**src/rtl/tmrb_pkg.sv**
```systemverilog
package tmrb_pkg;

    localparam int CNT_W  = 16;
    localparam int DATA_W = 32;
    localparam int ADDR_W = 8;

    localparam logic [ADDR_W-1:0] OFS_CTRL = 8'h00;
    localparam logic [ADDR_W-1:0] OFS_STAT = 8'h10;
    localparam logic [ADDR_W-1:0] OFS_EVT  = 8'h14;
    localparam logic [ADDR_W-1:0] OFS_CNT  = 8'h24;
    localparam logic [ADDR_W-1:0] OFS_PSC  = 8'h28;
    localparam logic [ADDR_W-1:0] OFS_ARR  = 8'h2C;

    localparam logic [CNT_W-1:0] ARR_RST = {CNT_W{1'b1}};

    typedef enum logic [2:0] {
        SEL_NONE,
        SEL_CTRL,
        SEL_STAT,
        SEL_EVT,
        SEL_CNT,
        SEL_PSC,
        SEL_ARR
    } sel_e;

    // pulses the register block hands to the datapath
    typedef struct packed {
        logic force_upd;   // software update request
        logic flag_clr;    // status write of 0
        logic cnt_wr;      // direct counter write
    } strobe_t;

    function automatic sel_e decode_addr(input logic [ADDR_W-1:0] a);
        sel_e s;
        case (a)
            OFS_CTRL: s = SEL_CTRL;
            OFS_STAT: s = SEL_STAT;
            OFS_EVT:  s = SEL_EVT;
            OFS_CNT:  s = SEL_CNT;
            OFS_PSC:  s = SEL_PSC;
            OFS_ARR:  s = SEL_ARR;
            default:  s = SEL_NONE;
        endcase
        return s;
    endfunction

endpackage

```
**src/rtl/tmrb_regs.sv**
```systemverilog
module tmrb_regs
    import tmrb_pkg::*;
#(
    parameter int W  = CNT_W,
    parameter int DW = DATA_W,
    parameter int AW = ADDR_W
) (
    input  logic          clk,
    input  logic          rst,
    input  logic [AW-1:0] addr,
    input  logic          we,
    input  logic [DW-1:0] wdata,
    input  logic [W-1:0]  cnt_val,
    input  logic          flag,
    output logic [DW-1:0] rdata,
    output logic          en,
    output logic [W-1:0]  psc_pre,
    output logic [W-1:0]  arr,
    output strobe_t       stb,
    output logic [W-1:0]  cnt_wdata
);
    localparam int PAD_W = DW - 1 - W;

    sel_e sel;
    assign sel = decode_addr(addr);

    always_ff @(posedge clk) begin
        if (rst) begin
            en      <= 1'b0;
            psc_pre <= '0;
            arr     <= ARR_RST;
        end else if (we) begin
            case (sel)
                SEL_CTRL: en      <= wdata[0];
                SEL_PSC:  psc_pre <= wdata[W-1:0];
                SEL_ARR:  arr     <= wdata[W-1:0];
                default: ;
            endcase
        end
    end

    always_comb begin
        stb.force_upd = we && (sel == SEL_EVT) && wdata[0];
        stb.flag_clr  = we && (sel == SEL_STAT) && !wdata[0];
        stb.cnt_wr    = we && (sel == SEL_CNT);
    end
    assign cnt_wdata = wdata[W-1:0];

    always_comb begin
        rdata = '0;
        case (sel)
            SEL_CTRL: rdata[0] = en;
            SEL_STAT: rdata[0] = flag;
            SEL_CNT:  rdata = {flag, {PAD_W{1'b0}}, cnt_val};
            SEL_PSC:  rdata[W-1:0] = psc_pre;
            SEL_ARR:  rdata[W-1:0] = arr;
            default:  rdata = '0;
        endcase
    end

    // staged prescaler moves only under a PSC write
    p_psc_stage_r4: assert property (@(posedge clk) disable iff (rst)
        !(we && sel == SEL_PSC) |=> $stable(psc_pre));

endmodule

```
**src/rtl/tmrb_presc.sv**
```systemverilog
module tmrb_presc
    import tmrb_pkg::*;
#(
    parameter int W = CNT_W
) (
    input  logic         clk,
    input  logic         rst,
    input  logic         run,
    input  logic         force_upd,
    input  logic         upd,
    input  logic [W-1:0] psc_pre,
    output logic         tick
);
    logic [W-1:0] psc_act;
    logic [W-1:0] pcnt;

    assign tick = run && (pcnt == psc_act);

    always_ff @(posedge clk) begin
        if (rst) begin
            pcnt    <= '0;
            psc_act <= '0;
        end else begin
            if (upd)
                psc_act <= psc_pre;
            if (force_upd || tick)
                pcnt <= '0;
            else if (run)
                pcnt <= pcnt + 1'b1;
        end
    end

    // prescaler phase never passes the working divide value
    p_pcnt_bound_r3: assert property (@(posedge clk) disable iff (rst)
        pcnt <= psc_act);

    // working divide value changes only on update events
    p_psc_hold_r4: assert property (@(posedge clk) disable iff (rst)
        !upd |=> $stable(psc_act));

    // forced update restarts the prescaler
    p_pcnt_clear_r5: assert property (@(posedge clk) disable iff (rst)
        force_upd |=> (pcnt == '0));

endmodule

```
**src/rtl/tmrb_count.sv**
```systemverilog
module tmrb_count
    import tmrb_pkg::*;
#(
    parameter int W = CNT_W
) (
    input  logic         clk,
    input  logic         rst,
    input  logic         tick,
    input  logic         force_upd,
    input  logic         wr,
    input  logic [W-1:0] wdata,
    input  logic [W-1:0] arr,
    output logic [W-1:0] cnt,
    output logic         wrap
);
    logic at_top;

    assign at_top = (cnt >= arr);
    assign wrap   = tick && !force_upd && !wr && at_top;

    always_ff @(posedge clk) begin
        if (rst)
            cnt <= '0;
        else if (force_upd)
            cnt <= '0;
        else if (wr)
            cnt <= wdata;
        else if (tick)
            cnt <= at_top ? '0 : cnt + 1'b1;
    end

    // without a step, clear or write the count holds
    p_idle_r8: assert property (@(posedge clk) disable iff (rst)
        (!tick && !force_upd && !wr) |=> $stable(cnt));

    // forced clear beats a same-cycle write
    p_force_wins_r11: assert property (@(posedge clk) disable iff (rst)
        force_upd |=> (cnt == '0));

    // a wrap lands on zero
    p_wrap_zero_r3: assert property (@(posedge clk) disable iff (rst)
        wrap |=> (cnt == '0));

endmodule

```
**src/rtl/tmrb_flag.sv**
```systemverilog
module tmrb_flag (
    input  logic clk,
    input  logic rst,
    input  logic upd,
    input  logic clr,
    output logic flag
);
    always_ff @(posedge clk) begin
        if (rst)
            flag <= 1'b0;
        else if (upd)
            flag <= 1'b1;
        else if (clr)
            flag <= 1'b0;
    end

    // set from an update wins over a same-cycle clear
    p_set_wins_r9: assert property (@(posedge clk) disable iff (rst)
        upd |=> flag);

    // flag only falls on a clear request
    p_fall_cause_r9: assert property (@(posedge clk) disable iff (rst)
        (flag && !clr) |=> flag);

endmodule

```
**src/rtl/tmr_timebase.sv**
```systemverilog
module tmr_timebase
    import tmrb_pkg::*;
#(
    parameter int W  = CNT_W,
    parameter int DW = DATA_W,
    parameter int AW = ADDR_W
) (
    input  logic          clk,
    input  logic          rst,
    input  logic [AW-1:0] bus_addr,
    input  logic          bus_we,
    input  logic [DW-1:0] bus_wdata,
    output logic [DW-1:0] bus_rdata,
    input  logic          ext_trig,
    output logic          upd_evt,
    output logic          irq_flag
);
    logic         en;
    logic [W-1:0] psc_pre;
    logic [W-1:0] arr;
    strobe_t      stb;
    logic [W-1:0] cnt_wdata;
    logic [W-1:0] cnt_q;
    logic         flag_q;
    logic         run;
    logic         tick;
    logic         wrap;
    logic         force_upd;

    assign run       = en && (arr != '0);
    assign force_upd = stb.force_upd || ext_trig;
    assign upd_evt   = force_upd || wrap;
    assign irq_flag  = flag_q;

    tmrb_regs #(.W(W), .DW(DW), .AW(AW)) u_regs (
        .clk       (clk),
        .rst       (rst),
        .addr      (bus_addr),
        .we        (bus_we),
        .wdata     (bus_wdata),
        .cnt_val   (cnt_q),
        .flag      (flag_q),
        .rdata     (bus_rdata),
        .en        (en),
        .psc_pre   (psc_pre),
        .arr       (arr),
        .stb       (stb),
        .cnt_wdata (cnt_wdata)
    );

    tmrb_presc #(.W(W)) u_presc (
        .clk       (clk),
        .rst       (rst),
        .run       (run),
        .force_upd (force_upd),
        .upd       (upd_evt),
        .psc_pre   (psc_pre),
        .tick      (tick)
    );

    tmrb_count #(.W(W)) u_count (
        .clk       (clk),
        .rst       (rst),
        .tick      (tick),
        .force_upd (force_upd),
        .wr        (stb.cnt_wr),
        .wdata     (cnt_wdata),
        .arr       (arr),
        .cnt       (cnt_q),
        .wrap      (wrap)
    );

    tmrb_flag u_flag (
        .clk  (clk),
        .rst  (rst),
        .upd  (upd_evt),
        .clr  (stb.flag_clr),
        .flag (flag_q)
    );

    // a zero reload limit blocks every counter step
    p_zero_arr_r7: assert property (@(posedge clk) disable iff (rst)
        (arr == '0) |-> !tick);

    // no step while disabled
    p_disabled_r8: assert property (@(posedge clk) disable iff (rst)
        !en |-> !tick);

    // an external trigger produces an update and a clear
    p_trig_r6: assert property (@(posedge clk) disable iff (rst)
        ext_trig |-> upd_evt);

    // counter readback top bit follows the flag
    p_mirror_r10: assert property (@(posedge clk) disable iff (rst)
        (bus_addr == OFS_CNT) |-> (bus_rdata[DW-1] == flag_q));

endmodule

```
**config.mk**
```make
export PLATFORM = sky130hd
export DESIGN_NAME = tmr_timebase
export DESIGN_NICKNAME = d
export VERILOG_FILES = /design/src/rtl/tmrb_pkg.sv /design/src/rtl/tmrb_regs.sv /design/src/rtl/tmrb_presc.sv /design/src/rtl/tmrb_count.sv /design/src/rtl/tmrb_flag.sv /design/src/rtl/tmr_timebase.sv
export SDC_FILE = /design/constraint.sdc
export NUM_CORES = 1
export LEC_CHECK = 0
export BUFFER_PORTS_ARGS = -buffer_cell sky130_fd_sc_hd__buf_2
export CORE_MARGIN = 1.5
export CORE_UTILIZATION = 30
export CTS_CLUSTER_DIAMETER = 50
export DETAILED_ROUTE_END_ITERATION = 12
export MAX_ROUTING_LAYER = met4
export PLACE_DENSITY = 0.51
export SLEW_MARGIN = 0
export SYNTH_ARGS = -nofsm -noshare
export SYNTH_HDL_FRONTEND = slang
export SYNTH_SLANG_ARGS = --single-unit
export TNS_END_PERCENT = 20
```
**constraint.sdc**
```tcl
create_clock -name clk -period 3.2 [get_ports clk]
set_clock_uncertainty 0.05 [all_clocks]
set_input_delay 0.16 -clock clk [delete_from_list [all_inputs] [get_ports clk]]
set_output_delay 0.16 -clock clk [all_outputs]
set_load 0.1 [all_outputs]
```
==> flow_metrics.py, run 1 <==
metrics = {
    "die": {
        "die_x_um": 126,
        "ioPinCount": 78,
        "initial_core_util_pct": 31.0,
        "core_area_sq_mm": 0.0147,
        "rows": 44,
        "die_area_sq_mm": 0.0159,
        "die_y_um": 126,
    },
    "setup_path": {
        "crit_fanout": 18,
        "crit_path_end_kind": "output port",
        "r2r_end": "u_presc.psc_act[9]",
        "startpoint": "u_count.cnt[0]",
        "r2r_slack_ps": 560,
        "crit_required_ps": 2990,
        "worstRegToRegCells": 11,
        "start_kind": "flop",
        "arrival_ps": 2740,
        "path_class": "reg -> out",
        "cp-endpoint": "upd_evt",
        "reg2reg_from": "u_count.cnt[0]",
    },
    "cts": {
        "cts_buffers": 9,
        "clk_latency_ps": 340,
        "post_cts_buffers": 0,
        "root_buffer": "clkbuf_16",
        "numClockSinks": 82,
        "clock_path_buffers": 2,
        "cts_tree": "built",
        "clk_pin_slew_ps": 60,
        "h-tree-depth": 3,
    },
    "drt": {
        "totalWireLength_mm": 11.8,
        "firstDrtPassIters": 4,
        "wl_per_cell_um": 15.2,
        "dr_total_vias": 3905,
        "viasPerCell": 5.03,
        "first_iter_violations": 157,
        "drc_errors": 0,
        "ant_nets": 0,
    },
    "yosys": {
        "yosys_warnings": 0,
        "synth_flop_cell": "dfxtp_1",
        "ys_types": 46,
        "synth_seq_cells": 82,
        "async_flop_share_pct": 0,
        "syn_area_per_cell_sq_um": 8.31,
        "netlist_area_sq_mm": 0.00455,
        "synth-edff-count": 0,
        "synth_cells": 548,
        "synth_seq_area_share_pct": 36.0,
    },
    "global_routing": {
        "grt_usage_pct": 15.6,
        "grt_max_degree": 37,
        "antenna_found_initial": 0,
        "grt-ovfl-total": 0,
        "grt_pass1_vias": 3765,
        "grt_pass1_wl_mm": 19.3,
    },
    "worst_hold_path": {
        "holdPathStages": 3,
        "hold_path.class": "in -> reg",
    },
    "flow_run": {
        "maxCapViolations": 0,
    },
    "layout": {
        "drive_above_1_share_pct": 17.0,
        "antennaDiodeCount": 0,
        "area_delta_synth_final_pct": 15.5,
        "nNetsFinal": 651,
        "nFillCells": 1507,
        "layout_common_cells": "dfxtp_1 (82), nand2_1 (80), nor2_1 (64)",
        "final_common_cell": "dfxtp_1",
    },
    "power": {
        "p_leak_nw": 2.22,
        "p_per_area_mw_per_mm2": 452,
        "peakVddDrop_mv": 0.228,
    },
    "sta": {
        "period_needed_ps": 2950,
        "hold_violations": 0,
        "finalSetupViolations": 0,
        "fin_crit_sh_pct": 92.3,
        "fmax_mhz": 339,
        "hold_slack_ps": 52.2,
        "tightest_slew_ps": 700,
        "slew_viol_final": 0,
        "rsz0062_at_grt": "no",
        "timing.setup.tns_ps": 0,
        "max-slew-margin-rel_pct": 52.7,
    },
    "status": {
        "status": "finished, final reports clean",
    },
    "placement": {
        "post-dp-hpwl_mm": 9.13,
        "gp_congestion": 0.854,
        "port-buffer-count": 46,
    },
}
-- sequential cells by signal, summed over array words and instances (netlist names) --
register / cells
u_count.cnt: 16
u_regs.psc_pre: 16
u_regs.en: 1
u_regs.arr: 16
u_presc.pcnt: 16
u_flag.flag: 1
u_presc.psc_act: 16
-- timing repair --
action | 4_1_cts | 5_1_grt
gates resized for setup | 0 | 1
setup endpoints to repair | 0 | 1
hold buffers | 0 | 0
-- Yosys cell counts (all sizes together) (2+ instances only) --
cell     n  area, sq um
clkbuf  17         63.8
mux2    17          191
nor2    65          244
nand4    6         37.5
a221o   12          120
xor2    26          228
a211oi  13         97.6
mux2i   19          190
or3      2         12.5
ha      18          225
nand3   19          108
or2      6         37.5
and3     5         31.3
dfxtp   82         1640
nand2b   5         31.3
nor4    11         68.8
buf     24          173
or4      4         33.8
a22oi   15          113
o31ai    2         15.0
o21ai   11         55.1
a31o     2         17.5
xnor2    5         43.8
a21oi   25          125
nand2   80          300
inv     24         90.1
o211ai  18          135
nor3     2         10.0
-- cell type report --
cell class              count  area, sq um  area share, %
clock inverters             4         75.1           1.43
clock buffers              11          253           4.80
flip-flops and latches     82         1640           31.2
well taps                 184          230           4.37
multi-input cells         415         2640           50.2
repair buffers             57          332           6.30
inverters                  24         90.1           1.71
-- power breakdown --
| part | internal (mW) | switching (mW) |
|---|---|---|
| clock | 0.722 | 0.422 |
| combinational | 0.0459 | 0.168 |
| sequential | 1.02 | 0.00195 |
| total | 1.79 | 0.591 |
-- worst max-delay path, cell delays in order (launching register included) --
cell and delay, ps:
dfxtp_1 420, inv_1 90, ha_1 280, nor2_1 40, a21oi_1 160, and4b_1 220, o21ai_0 300, buf_4 210
a31o_1 200, buf_6 250, buf_12 210
-- cell families (layout without fill, tap and decap cells) --
group                      Yosys count  in the layout  share of synthesized area [%]
AOI/OAI and AO/OA                  103            103                           15.8
xor gates and xnor gates            31             31                           5.96
adders and majority gates           18             18                           4.95
buffers and inverters               65             96                           7.17
DFF                                 82             82                           36.0
muxes                               36             36                           8.38
other                                1             15                         0.0823
and+or+nand+nor                    212            212                           21.6
-- metrics by stage --
stage / std cells / utilization (%) / setup slack [ps] / power [mW] / area (sq um)
6_report: 777 / 35.8 / 247 / 2.38 / 5260
5_1_grt: 777 / 35.8 / 48.6 / 2.45 / 5260
4_1_cts: 777 / 35.8 / 149 / 2.40 / 5260
3_5_place_dp: 762 / 33.5 / 482 / 1.26 / 4930
3_3_place_gp: 762 / 33.5 / 517 / 1.26 / 4930
2_1_floorplan: 562 / - / 192 / 1.22 / 4610
-- layer usage --
layer	share of wire (%)	global-route usage [%]	vias up
met4	1.4	4.33	0
met3	3.6	3.19	15
li1	-	-	1986
met5	0	-	-
met1	48	19.8	1816
met2	47	25.4	88
-- worst min-delay path by stage --
stage,from,endpoint
final,bus_wdata[14],u_regs.psc_pre[14]
after global routing,bus_wdata[15],u_count.cnt[15]
after CTS,bus_wdata[6],u_regs.psc_pre[6]
after detailed placement,bus_wdata[8],u_regs.psc_pre[8]
after global placement,bus_wdata[8],u_regs.arr[8]
after floorplan,bus_wdata[2],u_count.cnt[2]
No activity file was read; power rests on OpenSTA's default activity.
==> run 2: changes to the inputs <==
Settings changed: MAX_ROUTING_LAYER met4 to default, SKIP_CTS_REPAIR_TIMING from default to 1.
==> flow_metrics.py, run 2 (same netlist as run 1, synthesis figures left out) <==
metrics = {
    "setup_path": {
        "arrival_ps": 2740,
        "reg2reg_from": "u_count.cnt[0]",
        "critPathMaxStageDelay_ps": 420,
        "crit_required_ps": 2990,
        "crit_buf_inv": 4,
        "critical_path.top_delay_family": "buffers and inverters",
        "crit_path_end_kind": "output port",
        "crit_path_top_delay_cell": "dfxtp_1",
        "crit_fanout": 18,
        "path_class": "reg -> out",
        "crit_chain": "inv_1 -> ha_1 -> nor2_1 -> a21oi_1 -> and4b_1 -> o21ai_0 -> buf_4 -> a31o_1 -> buf_6 -> buf_12",
        "startpoint": "u_count.cnt[0]",
        "start_kind": "flop",
    },
    "drt": {
        "viasPerCell": 5.03,
        "wl_per_cell_um": 15.2,
        "firstDrtPassIters": 5,
        "ant_nets": 0,
        "drc_errors": 0,
        "totalWireLength_mm": 11.8,
        "dr_total_vias": 3908,
        "first_iter_violations": 195,
    },
    "layout": {
        "layout_common_cells": "dfxtp_1 (82), nand2_1 (80), nor2_1 (64)",
        "drive_above_1_share_pct": 17.0,
        "antennaDiodeCount": 0,
        "final_common_cell": "dfxtp_1",
        "area_delta_synth_final_pct": 15.5,
        "nNetsFinal": 651,
    },
    "cts": {
        "cts_buffers": 9,
        "root_buffer": "clkbuf_16",
        "numClockSinks": 82,
        "h-tree-depth": 3,
        "clk_latency_ps": 340,
        "cts_tree": "built",
        "clk_pin_slew_ps": 60,
        "clock_path_buffers": 2,
    },
    "die": {
        "die_y_um": 126,
        "core_area_sq_mm": 0.0147,
        "initial_core_util_pct": 31.0,
        "ioPinCount": 78,
        "die_area_sq_mm": 0.0159,
        "die_x_um": 126,
        "rows": 44,
    },
    "global_routing": {
        "grt-ovfl-total": 0,
        "grt_max_degree": 37,
        "grt_usage_pct": 15.2,
        "grt_pass1_wl_mm": 19.3,
        "grt_pass1_vias": 3774,
        "antenna_found_initial": 0,
    },
    "flow_run": {
        "maxCapViolations": 0,
    },
    "placement": {
        "post-dp-hpwl_mm": 9.13,
        "dp_slack_ps": 482,
        "port-buffer-count": 46,
        "gp_congestion": 0.841,
    },
    "sta": {
        "hold_violations": 0,
        "period_needed_ps": 2950,
        "fmax_mhz": 339,
        "max-slew-margin-rel_pct": 52.7,
        "fin_ws_ps": 250,
        "fin_crit_sh_pct": 92.2,
        "slew_viol_final": 0,
        "finalSetupViolations": 0,
        "timing.setup.tns_ps": 0,
        "tightest_slew_ps": 700,
        "rsz0062_at_grt": "no",
    },
    "power": {
        "p_per_area_mw_per_mm2": 452,
        "p_leak_nw": 2.22,
        "peakVddDrop_mv": 0.229,
    },
    "worst_hold_path": {
        "hold_path.class": "in -> reg",
        "hold_start": "bus_wdata[14]",
    },
    "status": {
        "status": "finished, final reports clean",
    },
}
-- run 2: cell counts in the layout (fill, tap and decap cells not counted) --
Identical to the previous run, type by type.
-- run 2: final timing paths --
kind	end	slack [ps]	cells after the start
setup / recovery	upd_evt	250	10
setup reg to reg	u_presc.psc_act[10]	560	11
hold reg to reg	u_regs.psc_pre[6]	430	2
hold / removal	u_regs.psc_pre[14]	50	3
-- run 2: layer usage --
| metal | vias to the layer above | global-route usage, % | routed length [um] |
|---|---|---|---|
| met2 | 97 | 25.4 | 5590 |
| li1 | 1986 | - | - |
| met1 | 1812 | 19.7 | 5550 |
| met4 | 0 | 4.33 | 147 |
| met5 | - | 0 | 0 |
| met3 | 13 | 3.19 | 518 |
-- run 2: stage by stage --
step                instances  power [mW]  hold WS, ps  utilization (%)  area [sq um]
CTS                       777        2.40         36.0             35.8          5260
global placement          762        1.26          396             33.5          4930
finish                    777        2.38         48.0             35.8          5260
global route              777        2.45         55.4             35.8          5260
floorplan                 562        1.22          232                -          4610
detailed placement        762        1.26          400             33.5          4930
-- run 2: power breakdown --
group | switching [mW] | internal [mW]
combinational | 0.168 | 0.0459
sequential | 0.00197 | 1.02
clock | 0.417 | 0.722
-- run 2: worst register-to-register path: stages (launching register included) --
cell and delay [ps]:
dfxtp_1 420, inv_1 90, ha_1 290, nor2_1 40
a21oi_1 160, and4b_1 220, o21ai_0 300, buf_4 210
a31o_1 200, buf_6 260, mux2i_1 230, nor2_1 50
-- run 2: final cells by class --
class | instances | area (sq um)
multi-input cells | 415 | 2640
inverters | 24 | 90.1
fillers | 1507 | 9440
repair buffers | 57 | 332
clock buffers | 11 | 253
flip-flops and latches | 82 | 1640
well taps | 184 | 230
clock inverters | 4 | 75.1
